==> src/rtl/int_div_pkg.sv <==
package int_div_pkg;
  typedef struct packed {
    logic       wide;
    logic       sgn;
    logic [1:0] sel;
    logic       neg_q;
    logic       neg_r;
  } div_ctl_t;
endpackage

==> src/rtl/int_div_prep.sv <==
module int_div_prep #(
  parameter int unsigned DW = 32
) (
  input  logic [DW-1:0] dvd_i,
  input  logic [DW-1:0] dvs_i,
  input  logic          wide_i,
  input  logic          signed_i,
  output logic [DW-1:0] dvd_mag_o,
  output logic [DW-1:0] dvs_mag_o,
  output logic          neg_q_o,
  output logic          neg_r_o,
  output logic          zero_o
);
  localparam int unsigned HW = DW / 2;

  logic [DW-1:0] dvs_eff;
  logic          dvd_neg, dvs_neg;

  always_comb begin
    if (wide_i) dvs_eff = dvs_i;
    else        dvs_eff = {{HW{signed_i & dvs_i[HW-1]}}, dvs_i[HW-1:0]};
    dvd_neg   = signed_i & dvd_i[DW-1];
    dvs_neg   = signed_i & dvs_eff[DW-1];
    dvd_mag_o = dvd_neg ? (~dvd_i + 1'b1) : dvd_i;
    dvs_mag_o = dvs_neg ? (~dvs_eff + 1'b1) : dvs_eff;
    neg_q_o   = dvd_neg ^ dvs_neg;
    neg_r_o   = dvd_neg;
    zero_o    = (dvs_eff == '0);
  end
endmodule

==> src/rtl/int_div_core.sv <==
module int_div_core #(
  parameter int unsigned DW = 32
) (
  input  logic          clk_i,
  input  logic          rst_ni,
  input  logic          load_i,
  input  logic [DW-1:0] dvd_i,
  input  logic [DW-1:0] dvs_i,
  output logic [DW-1:0] quo_o,
  output logic [DW-1:0] rem_o,
  output logic          run_o,
  output logic          fin_o
);
  localparam int unsigned CW = $clog2(DW);

  logic [DW:0]   acc_q;
  logic [DW-1:0] quo_q, dvs_q;
  logic [CW-1:0] cnt_q;
  logic          run_q, fin_q;

  logic [DW:0] shifted, diff, acc_d;
  logic        ge;

  // restoring step: shift in next dividend bit, subtract if it fits
  always_comb begin
    shifted = {acc_q[DW-1:0], quo_q[DW-1]};
    diff    = shifted - {1'b0, dvs_q};
    ge      = ~diff[DW];
    acc_d   = ge ? diff : shifted;
  end

  always_ff @(posedge clk_i or negedge rst_ni) begin
    if (!rst_ni) begin
      acc_q <= '0;
      quo_q <= '0;
      dvs_q <= '0;
      cnt_q <= '0;
      run_q <= 1'b0;
      fin_q <= 1'b0;
    end else if (load_i) begin
      acc_q <= '0;
      quo_q <= dvd_i;
      dvs_q <= dvs_i;
      cnt_q <= '0;
      run_q <= 1'b1;
      fin_q <= 1'b0;
    end else if (run_q) begin
      acc_q <= acc_d;
      quo_q <= {quo_q[DW-2:0], ge};
      cnt_q <= cnt_q + 1'b1;
      if (cnt_q == CW'(DW-1)) begin
        run_q <= 1'b0;
        fin_q <= 1'b1;
      end
    end else begin
      fin_q <= 1'b0;
    end
  end

  assign quo_o = quo_q;
  assign rem_o = acc_q[DW-1:0];
  assign run_o = run_q;
  assign fin_o = fin_q;
endmodule

==> src/rtl/int_div_post.sv <==
module int_div_post #(
  parameter int unsigned DW = 32
) (
  input  logic [DW-1:0] quo_mag_i,
  input  logic [DW-1:0] rem_mag_i,
  input  logic          neg_q_i,
  input  logic          neg_r_i,
  input  logic          wide_i,
  input  logic          signed_i,
  output logic [DW-1:0] quo_o,
  output logic [DW-1:0] rem_o,
  output logic          ovf_o
);
  localparam int unsigned HW = DW / 2;
  localparam logic [DW-1:0] POS_LIM = DW'((64'd1 << (HW-1)) - 64'd1);
  localparam logic [DW-1:0] NEG_LIM = DW'(64'd1 << (HW-1));

  always_comb begin
    quo_o = neg_q_i ? (~quo_mag_i + 1'b1) : quo_mag_i;
    rem_o = neg_r_i ? (~rem_mag_i + 1'b1) : rem_mag_i;
    if (wide_i)        ovf_o = 1'b0;
    else if (signed_i) ovf_o = neg_q_i ? (quo_mag_i > NEG_LIM) : (quo_mag_i > POS_LIM);
    else               ovf_o = |quo_mag_i[DW-1:HW];
  end
endmodule

==> src/rtl/int_div.sv <==
module int_div
  import int_div_pkg::*;
#(
  parameter int unsigned DW = 32
) (
  input  logic          clk_i,
  input  logic          rst_ni,
  input  logic          start_i,
  input  logic [DW-1:0] dividend_i,
  input  logic [DW-1:0] divisor_i,
  input  logic          wide_i,
  input  logic          signed_i,
  input  logic [1:0]    sel_i,
  output logic          busy_o,
  output logic          done_o,
  output logic [DW-1:0] quot_o,
  output logic [DW-1:0] rem_o,
  output logic          dbz_o,
  output logic          ovf_o
);
  localparam int unsigned HW = DW / 2;

  logic [DW-1:0] dvd_mag, dvs_mag, quo_mag, rem_mag, quo_s, rem_s;
  logic          neg_q, neg_r, zero, run, fin, ovf_w, accept, load;
  div_ctl_t      ctl_q;

  logic [DW-1:0] quot_q, rem_q;
  logic          done_q, dbz_q, ovf_q;

  assign accept = start_i & ~run & ~fin;
  assign load   = accept & ~zero;

  int_div_prep #(.DW(DW)) u_prep (
    .dvd_i(dividend_i), .dvs_i(divisor_i), .wide_i(wide_i), .signed_i(signed_i),
    .dvd_mag_o(dvd_mag), .dvs_mag_o(dvs_mag), .neg_q_o(neg_q), .neg_r_o(neg_r),
    .zero_o(zero)
  );

  int_div_core #(.DW(DW)) u_core (
    .clk_i(clk_i), .rst_ni(rst_ni), .load_i(load), .dvd_i(dvd_mag), .dvs_i(dvs_mag),
    .quo_o(quo_mag), .rem_o(rem_mag), .run_o(run), .fin_o(fin)
  );

  int_div_post #(.DW(DW)) u_post (
    .quo_mag_i(quo_mag), .rem_mag_i(rem_mag), .neg_q_i(ctl_q.neg_q),
    .neg_r_i(ctl_q.neg_r), .wide_i(ctl_q.wide), .signed_i(ctl_q.sgn),
    .quo_o(quo_s), .rem_o(rem_s), .ovf_o(ovf_w)
  );

  always_ff @(posedge clk_i or negedge rst_ni) begin
    if (!rst_ni) begin
      ctl_q  <= '0;
      quot_q <= '0;
      rem_q  <= '0;
      done_q <= 1'b0;
      dbz_q  <= 1'b0;
      ovf_q  <= 1'b0;
    end else begin
      done_q <= 1'b0;
      if (accept && zero) begin
        done_q <= 1'b1;
        dbz_q  <= 1'b1;
        ovf_q  <= 1'b0;
      end else if (load) begin
        ctl_q <= '{wide: wide_i, sgn: signed_i, sel: sel_i, neg_q: neg_q, neg_r: neg_r};
      end else if (fin) begin
        done_q <= 1'b1;
        dbz_q  <= 1'b0;
        ovf_q  <= ovf_w;
        if (!ovf_w) begin
          if (ctl_q.wide) begin
            if (ctl_q.sel[0]) quot_q <= quo_s;
            if (ctl_q.sel[1]) rem_q  <= rem_s;
          end else begin
            if (ctl_q.sel[0]) quot_q[HW-1:0]  <= quo_s[HW-1:0];
            if (ctl_q.sel[1]) quot_q[DW-1:HW] <= rem_s[HW-1:0];
          end
        end
      end
    end
  end

  assign busy_o = run | fin;
  assign done_o = done_q;
  assign quot_o = quot_q;
  assign rem_o  = rem_q;
  assign dbz_o  = dbz_q;
  assign ovf_o  = ovf_q;
endmodule

==> config.mk <==
export PLATFORM = sky130hd
export DESIGN_NAME = int_div
export DESIGN_NICKNAME = d
export VERILOG_FILES = /design/src/rtl/int_div_pkg.sv /design/src/rtl/int_div_prep.sv /design/src/rtl/int_div_core.sv /design/src/rtl/int_div_post.sv /design/src/rtl/int_div.sv
export SDC_FILE = /design/constraint.sdc
export NUM_CORES = 1
export LEC_CHECK = 0
export ABC_AREA = 1
export BUFFER_PORTS_ARGS = -buffer_cell sky130_fd_sc_hd__clkbuf_2
export CAP_MARGIN = 30
export CELL_PAD_IN_SITES_DETAIL_PLACEMENT = 1
export CELL_PAD_IN_SITES_GLOBAL_PLACEMENT = 1
export CORE_MARGIN = 3
export CORE_UTILIZATION = 39
export DETAILED_ROUTE_END_ITERATION = 8
export PLACE_DENSITY = 0.77
export SLEW_MARGIN = 0
export SYNTH_ARGS = -nofsm -noshare
export SYNTH_HDL_FRONTEND = slang
export SYNTH_SLANG_ARGS = --single-unit
==> constraint.sdc <==
create_clock -name clk_i -period 2.3 [get_ports clk_i]
set_clock_uncertainty 0.15 [all_clocks]
set_input_delay 0.69 -clock clk_i [delete_from_list [all_inputs] [get_ports clk_i]]
set_output_delay 0.69 -clock clk_i [all_outputs]
set_load 0.005 [all_outputs]
Word level (Yosys, flattened, before mapping)
Cells that the tools add are included.
- reduce and logical (&&, ||, !) cells: 11
- add/subtract/negate cells: 6
- multiplexer cells: 34
- $lt $le $gt $ge: 2
- equality and inequality tests: 4
- bitwise logic cells: 19
- operators with widths (cell ; count):
    two-way mux 32 bit ; 12
    adder 32 x 1 -> 32 bit (second input constant) ; 4
    inverter 32 bit ; 4
    subtractor 33 x 32 -> 33 bit ; 1
    greater-than comparator 32 x 15 -> 1 bit (second input constant) ; 1
    greater-than comparator 32 x 16 -> 1 bit (second input constant) ; 1
    zero test 32 bit ; 1
    two-way mux 16 bit ; 2
    two-way mux 1 bit ; 18
    OR reduction 16 bit ; 1
    AND reduction 6 bit ; 2
    two-way mux 5 bit ; 2
    inverter 1 bit ; 7
    bitwise AND 1 bit ; 6
    nonzero test 2 bit ; 3
    adder 5 x 1 -> 5 bit (second input constant) ; 1
    == test 5 bit (second input constant) ; 1
    AND reduction 5 bit ; 1
    AND reduction 2 bit ; 2
    inequality test 3 bit (second input constant) ; 1
    inequality test 2 x 1 -> 1 bit (second input constant) ; 1
    inequality test 2 bit (second input constant) ; 1
    logical AND 1 bit ; 1
    bitwise OR 1 bit ; 1
    bitwise XOR 1 bit ; 1
- input bits: 71
- output and inout bits: 68
- bits in registers: 176
- logic and storage cells: 93

Logic depth before layout (Yosys ltp)
Gate-level depths: netlist (run 1).
- word-level depth: 7
- depth in mapped cells: 18
- mapped depth without buffers: 17

By module
Synthesis (run 1) repeated with hierarchy kept, for this count alone.
- cells, all modules: 2319
- area total of the unflattened synthesis: 14487.6 um2
- modules (own cells, without submodules) (module ; times used ; sequential area each (um2) ; area each (um2) ; cells each):
    int_div_core ; 1 ; 2577.5 ; 7054.3 ; 1059
    int_div ; 1 ; 1826.8 ; 3148.0 ; 377
    int_div_post ; 1 ; 0.0 ; 2193.4 ; 453
    int_div_prep ; 1 ; 0.0 ; 2092.0 ; 430

Least setup slack after synthesis (run 1)
No wires, ideal clock.
- kind: register -> register
- start: reg u_core.quo_q[31] (netlist: u_core.quo_o[31])
- end: reg u_core.acc_q[7]
- clock period less this slack: 2.460 ns
- required time: 2.032 ns
- library setup time: 0.118 ns
- cell stages (with the launch flop): 18
- data arrival time: 2.192 ns
- path slack: -0.160 ns
- path buffers: 1
- path through: dfrtp_1 -> inv_1 -> ha_1 -> inv_1 -> fa_1 -> nand2_1 -> nand2_1 -> nand3_1 -> nand2_1 -> nand2_1 -> nand2_1 -> nand2_1 -> nand3_1 -> nand2_1 -> buf_2 -> nand2_1 -> nand3_1 -> nand2_1
- word-level cells in the longest chain between the ends: 4
- ends and longest elaborated chain (what ; line ; text):
    start: declaration ; int_div_core.sv:17 ; logic [DW-1:0] quo_q, dvs_q;
    start signal: assignment ; int_div_core.sv:42 ; quo_q <= dvd_i;
    start signal: assignment ; int_div_core.sv:49 ; quo_q <= {quo_q[DW-2:0], ge};
    subtractor 33 x 32 -> 33 bit ; int_div_core.sv:27 ; diff = shifted - {1'b0, dvs_q};
    two-way mux 32 bit ; int_div_core.sv:29 ; acc_d = ge ? diff : shifted;
    two-way mux 32 bit ; int_div_core.sv:47 ; end else if (run_q) begin
    two-way mux 32 bit ; int_div_core.sv:40 ; end else if (load_i) begin
    end signal: assignment ; int_div_core.sv:34 ; acc_q <= '0;
    end signal: assignment ; int_div_core.sv:41 ; acc_q <= '0;
    end signal: assignment ; int_div_core.sv:48 ; acc_q <= acc_d;
    end: declaration ; int_div_core.sv:16 ; logic [DW:0] acc_q;
No other way between the ends. The select of a mux whose other input is x is not followed.
A chain may end at the register's enable or synchronous reset.

Final worst setup path (run 1)
- start: reg u_core.acc_q[24]
- end: reg u_core.acc_q[24]
- word-level cells in the longest chain between the ends: 4
- ends and longest elaborated chain (what ; line):
    subtractor 33 x 32 -> 33 bit ; int_div_core.sv:27
    two-way mux 32 bit ; int_div_core.sv:29
    two-way mux 32 bit ; int_div_core.sv:47
    two-way mux 32 bit ; int_div_core.sv:40
No other way between the ends. The select of a mux whose other input is x is not followed.

==> flow_summary.json, run 1 <==
{
  "final_cell_count_no_fill": 3102,
  "worstPathMaxFanout": 7,
  "placed_cells": 3049,
  "cts_tree": "built",
  "violations": "setup timing",
  "cts-root-buf": "clkbuf_16",
  "synth_area_mm2": 0.0139,
  "vdd_drop_max_v": 0.000655,
  "finalWorstSetupSlack_ns": -0.254,
  "cp-end-kind": "flip-flop",
  "drc_errors": 0,
  "cap_violations": 0,
  "area_growth_pct": 35.8,
  "final-seq-area_mm2": 0.00441,
  "synth_flop_cell": "dfrtp_1",
  "fin_crit_ns": 2.55,
  "clk-insertion-delay-late_ns": 0.45,
  "routed_wl_um": 58600,
  "grt_pass1_wl_um": 90600,
  "fin_crit_sh_pct": 111,
  "synthCells": 2223,
  "finalSetupTns_ns": -6.24,
  "ys_ff_latch": 176,
  "dpl.hpwl_um": 43100,
  "critPathLaunch": "u_core.acc_q[24]",
  "critPathRequiredTime_ns": 2.48,
  "async_reset_ff_share_pct": 100,
  "power_per_cell_area_mw_per_mm2": 1690,
  "rsz0062_at_grt": "yes",
  "coreArea_mm2": 0.0349,
  "drtAntennaViolNets": 0,
  "initial_core_util_pct": 40.0,
  "synthXorXnorAreaFrac_pct": 5.53,
  "crit_arrival_ns": 2.73,
  "via_per_inst": 5.33,
  "synth_top_area_share_pct": 31.6,
  "grt-ovfl-total": 0,
  "synth_nets": 2333,
  "h-tree-depth": 4,
  "io_pins": 139,
  "first_pass_iters": 5,
  "cp-start-kind": "flip-flop",
  "post_synth_fa_ha_maj_area_fraction_pct": 3.55,
  "hp-class": "input port to flip-flop",
  "status": "complete, but fails checks",
  "synth_top_area_cell": "dfrtp_1",
  "cts.path.max_buffers": 2,
  "diodes": 0,
  "post-place-ws_ns": -0.571,
  "drv_slew": 0,
  "relSlewSlack_pct": 47.7,
  "cts_buffers": 17,
  "synthMuxAreaShare_pct": 0,
  "drt_iter0_drc": 1041,
  "fp.dieW_um": 195,
  "max_freq_ghz": 0.392,
  "grt_pass1_vias": 17009,
  "die_h_um": 195,
  "fillCellCount": 4711,
  "routabilityCongestion": 0.886,
  "multiInputGateArea_mm2": 0.00884,
  "cts.sinks": 176,
  "setup-violations-final": 33,
  "finalHoldViolCount": 0,
  "leakage_nw": 10.2,
  "drive_gt1_share_pct": 25.7,
  "synth_compound_area_share_pct": 5.88,
  "grtUsageTotal_pct": 29.0,
  "row_count": 68,
  "yosysSeqAreaShare_pct": 31.6,
  "die-area_mm2": 0.0381,
  "synth_most_common_cell": "nand2_1",
  "clk_pin_slew_ns": 0.08,
  "worstMarginPinSlew_ns": 0.785,
  "synth-edff-count": 0,
  "synthTopCellsByArea": "dfrtp_1, nand2_1, nand3_1",
  "vias": 16539,
  "synth_top_family_by_area": "simple AND/OR/NAND/NOR gates",
  "port_buffers": 138,
  "wl_per_cell_um": 18.9,
  "grt_max_degree": 70,
  "syn_avg_cell_area_um2": 6.27,
  "fin_nets": 2744,
  "worstHoldStart": "sel_i[0]",
  "synth_warnings": 0,
  "synthSimpleGateAreaFrac_pct": 42.8,
  "path_class": "flip-flop to flip-flop",
  "synthTopCellsByCount": "nand2_1, nand3_1, inv_1",
  "synth_cell_types": 40,
  "r2r-start": "u_core.acc_q[24]",
  "antenna_found_initial": 0
}
## through the flow
stage               area [um^2]  hold slack [ns]  utilization (%)  total power [mW]
floorplan                 14000            0.244                -              16.7
global placement          17300            0.305             49.6              23.7
detailed placement        17300            0.310             49.6              24.7
CTS                       18400            0.280             52.8              29.5
global route              18900            0.307             54.3              34.2
finish                    18900            0.296             54.3              31.9
## power by group
group	total [mW]	leakage (nW)	switching, mW	internal (mW)
sequential	6.04	2.21	1.50	4.54
combinational	22.6	7.69	13.6	9.02
clock	3.28	0.313	1.58	1.70
## logic make-up (layout without fill, tap and decap cells)
group | after synthesis | count (layout)
adders and majority gates | 39 | 39
and+or+nand+nor | 1410 | 1411
DFF | 176 | 176
xor gates and xnor gates | 88 | 88
AOI/OAI and AO/OA | 151 | 151
buffers and inverters | 359 | 782
## critical path, stage by stage (launching register included)
cell	delay (ns)
dfrtp_1	0.44
ha_1	0.37
nand2_1	0.11
nand2_1	0.10
nand2_1	0.08
nand2_1	0.07
nand2_1	0.07
nand2_1	0.08
a21oi_2	0.16
buf_6	0.18
nand2_8	0.09
nand2_8	0.10
clkbuf_16	0.17
nand3_1	0.10
nand3_2	0.10
nand2_1	0.08
## final timing paths
check	cells past startpoint	to	slack [ns]
max	15	u_core.acc_q[24]	-0.25
min	3	ctl_q[2]	0.30
max reg2reg	15	u_core.acc_q[24]	-0.25
min reg2reg	2	quot_o[0]	0.32
max in group asynchronous	3	u_core.cnt_q[2]	0.86
min in group asynchronous	2	u_core.acc_q[26]	0.55
## placed cells by master, fill, tap and decap left out, types with 6 or more instances in the layout
| cell type | netlist | final |
|---|---|---|
| buf_6 | 13 | 13 |
| nor2_2 | 0 | 13 |
| nand2_4 | 0 | 7 |
| buf_4 | 0 | 300 |
| o31ai_1 | 6 | 6 |
| nand3_2 | 4 | 25 |
| clkbuf_2 | 0 | 137 |
| nor2_1 | 195 | 174 |
| nand4_1 | 43 | 43 |
| ha_1 | 38 | 21 |
| nor2_4 | 1 | 9 |
| o21ai_0 | 83 | 80 |
| ha_4 | 0 | 17 |
| o21ai_1 | 8 | 10 |
| nand2_2 | 7 | 53 |
| inv_1 | 277 | 267 |
| or2_2 | 7 | 7 |
| inv_2 | 7 | 17 |
| xor2_1 | 65 | 65 |
| xnor2_1 | 23 | 23 |
| buf_12 | 0 | 13 |
| clkbuf_16 | 0 | 18 |
| nand3_1 | 302 | 278 |
| nand3b_1 | 14 | 14 |
| inv_8 | 0 | 6 |
| nand2_1 | 807 | 749 |
| a21oi_2 | 1 | 11 |
| dfrtp_1 | 176 | 171 |
| a21oi_1 | 36 | 26 |
| nor3_1 | 20 | 17 |
## layer usage
metal	track usage, %	wire (um)
met5	0	0
met4	7.02	1350
met3	2.88	3440
met2	47.2	27200
met1	41.6	26500
## cell type report
cell class | instances | area share (%)
inverter | 284 | 5.63
tap | 455 | 3.01
clock buffer | 17 | 2.25
clock inverter | 15 | 1.12
timing repair buffer | 466 | 18.0
multi-input combinational | 1689 | 46.7
sequential | 176 | 23.3
## sequential cells by signal (all words and copies together) (netlist names), 5 cells and up
name and count:
quot_o 32, u_core.quo_o 32, rem_o 32, ctl_q 6, u_core.dvs_q 32, u_core.cnt_q 5, u_core.acc_q 32
## timing repair
action                                 in CTS  in global routing
buffers inserted                           10                  8
endpoints found under the hold margin      28                  0
gates cloned                                1                  2
resized for setup                          87                 98
pin swaps                                  27                 40
hold buffers                                1                  0
setup endpoints to repair                 118                133
Note: power is estimated with default switching activity, not from simulation.
==> run 2, diff against run 1 <==
--- a/config.mk
+++ b/config.mk
@@ -13,7 +13,7 @@
 export CORE_MARGIN = 3
 export CORE_UTILIZATION = 39
 export DETAILED_ROUTE_END_ITERATION = 8
-export PLACE_DENSITY = 0.77
+export PLACE_DENSITY_LB_ADDON = 0.1
 export SLEW_MARGIN = 0
 export SYNTH_ARGS = -nofsm -noshare
 export SYNTH_HDL_FRONTEND = slang
==> flow_summary.json, run 2 (same netlist as run 1, synthesis figures left out) <==
{
  "coreArea_mm2": 0.0349,
  "row_count": 68,
  "drtAntennaViolNets": 0,
  "layout_commonest_cell": "nand2_1",
  "fillCellCount": 4717,
  "worstPathMaxFanout": 7,
  "finalSetupTns_ns": -4.98,
  "cts_tree": "built",
  "cts.path.max_buffers": 2,
  "initial_core_util_pct": 40.0,
  "r2r_cells": 14,
  "crit-reg2reg-capture": "u_core.acc_q[25]",
  "hp-class": "input port to async pin",
  "relSlewSlack_pct": 48.9,
  "worstMarginPinSlew_ns": 0.766,
  "p_total_mw": 30.7,
  "final_cell_mix": "nand2_1, buf_4, nand3_1, inv_1, nor2_1",
  "clk-insertion-delay-late_ns": 0.46,
  "port_buffers": 138,
  "grtUsageTotal_pct": 27.3,
  "grt_pass1_wl_um": 85000,
  "routed_wl_um": 54400,
  "routabilityCongestion": 0.899,
  "fin_nets": 2733,
  "io_pins": 139,
  "clk_pin_slew_ns": 0.08,
  "hold_buffers": 0,
  "grt_max_degree": 73,
  "dpl.hpwl_um": 42400,
  "fin_util_pct": 53.8,
  "wl_per_cell_um": 17.6,
  "finalHoldViolCount": 0,
  "finalWorstSetupSlack_ns": -0.212,
  "via_per_inst": 5.15,
  "max_freq_ghz": 0.398,
  "critPathRequiredTime_ns": 2.50,
  "antenna_found_initial": 1,
  "drv_slew": 0,
  "post-place-ws_ns": -0.468,
  "setup-violations-final": 33,
  "cp-end-kind": "flip-flop",
  "status": "complete, but fails checks",
  "drc_errors": 0,
  "power_per_cell_area_mw_per_mm2": 1640,
  "h-tree-depth": 4,
  "cts.sinks": 176,
  "grt_pass1_vias": 16331,
  "crit_arrival_ns": 2.71,
  "drive_gt1_share_pct": 24.5,
  "diodes": 0,
  "first_pass_iters": 5,
  "area_growth_pct": 34.6,
  "leakage_nw": 10.2,
  "cap_violations": 0,
  "vdd_drop_max_v": 0.000616,
  "r2r_slack_ns": -0.21,
  "rsz0062_at_grt": "yes",
  "cts-root-buf": "clkbuf_16",
  "die-area_mm2": 0.0381,
  "cts_buffers": 17,
  "path_class": "flip-flop to flip-flop",
  "grt-ovfl-total": 0,
  "r2r-start": "u_core.acc_q[14]",
  "fin_crit_sh_pct": 109,
  "fp.dieW_um": 195,
  "vias": 15912,
  "cp-start-kind": "flip-flop",
  "fin_crit_ns": 2.51,
  "drt_iter0_drc": 875,
  "violations": "setup timing",
  "die_h_um": 195
}
run 2: changes by cell type in the layout (fill, tap and decap cells not counted), moves of 5 or more:
cell     previous run  this run
nand2_1           749       758
buf_4             300       286
a21oi_2            11         5
nor2_1            174       182
nand2_2            53        43
a21oi_1            26        31
ha_4               17         7
nand3_2            25        31
ha_1               21        29
nand3_1           278       271
run 2: worst max-delay path, cell delays in order (launching register included):
cell	delay, ns
dfrtp_1	0.43
ha_1	0.35
nand2_1	0.12
inv_1	0.06
nand2_1	0.13
inv_1	0.11
a21oi_4	0.20
nand2_4	0.10
nand2_8	0.12
nand2_8	0.08
nand2_8	0.10
clkbuf_16	0.17
nand3_1	0.11
nand3_1	0.10
nand2_1	0.07
run 2: timing repair:
item                       4_1_cts  5_1_grt
gates cloned                     2        6
resized for setup               70       91
pin swaps                       24       41
buffers inserted                 5       12
setup endpoints to repair       45      141
run 2: metal layers:
layer | wire, um | track usage (%) | up-vias | share of wire (%)
met5 | 13 | 0 | - | 0.024
met4 | 909 | 5.86 | 2 | 1.7
met1 | 26400 | 40.3 | 7698 | 49
met2 | 24700 | 43.5 | 341 | 45
met3 | 2340 | 2.76 | 59 | 4.3
li1 | - | - | 7812 | -
run 2: worst max path at each step:
| stage | slack (ns) | to | from |
|---|---|---|---|
| after CTS | -0.15 | u_core.acc_q[20] | u_core.quo_o[31] |
| after floorplan | -0.01 | u_core.acc_q[4] | u_core.quo_o[31] |
| after detailed placement | -0.47 | u_core.acc_q[9] | wide_i |
| after global routing | -0.33 | u_core.acc_q[25] | u_core.quo_o[31] |
| after global placement | -0.38 | u_core.cnt_q[0] | wide_i |
| final | -0.21 | u_core.acc_q[25] | u_core.acc_q[14] |
run 2: metrics by stage:
step / hold WS, ns / instance area (um^2) / cells
2_1_floorplan: 0.244 / 14000 / 2223
3_3_place_gp: 0.305 / 17200 / 3034
3_5_place_dp: 0.315 / 17200 / 3034
4_1_cts: 0.0504 / 18200 / 3073
5_1_grt: 0.0684 / 18800 / 3091
6_report: 0.0452 / 18800 / 3091
run 2: area by class of cell:
cell class | count | area (um^2) | area share (%)
timing repair buffer | 455 | 3390 | 18.1
sequential | 176 | 4410 | 23.5
inverter | 284 | 1070 | 5.70
clock buffer | 17 | 425 | 2.27
tap | 455 | 569 | 3.03
multi-input combinational | 1689 | 8710 | 46.4
clock inverter | 15 | 181 | 0.967
run 2: power by group:
| part | internal, mW | total, mW | switching [mW] |
|---|---|---|---|
| clock | 1.48 | 3.08 | 1.60 |
| combinational | 8.90 | 21.6 | 12.7 |
| sequential | 4.54 | 6.01 | 1.47 |
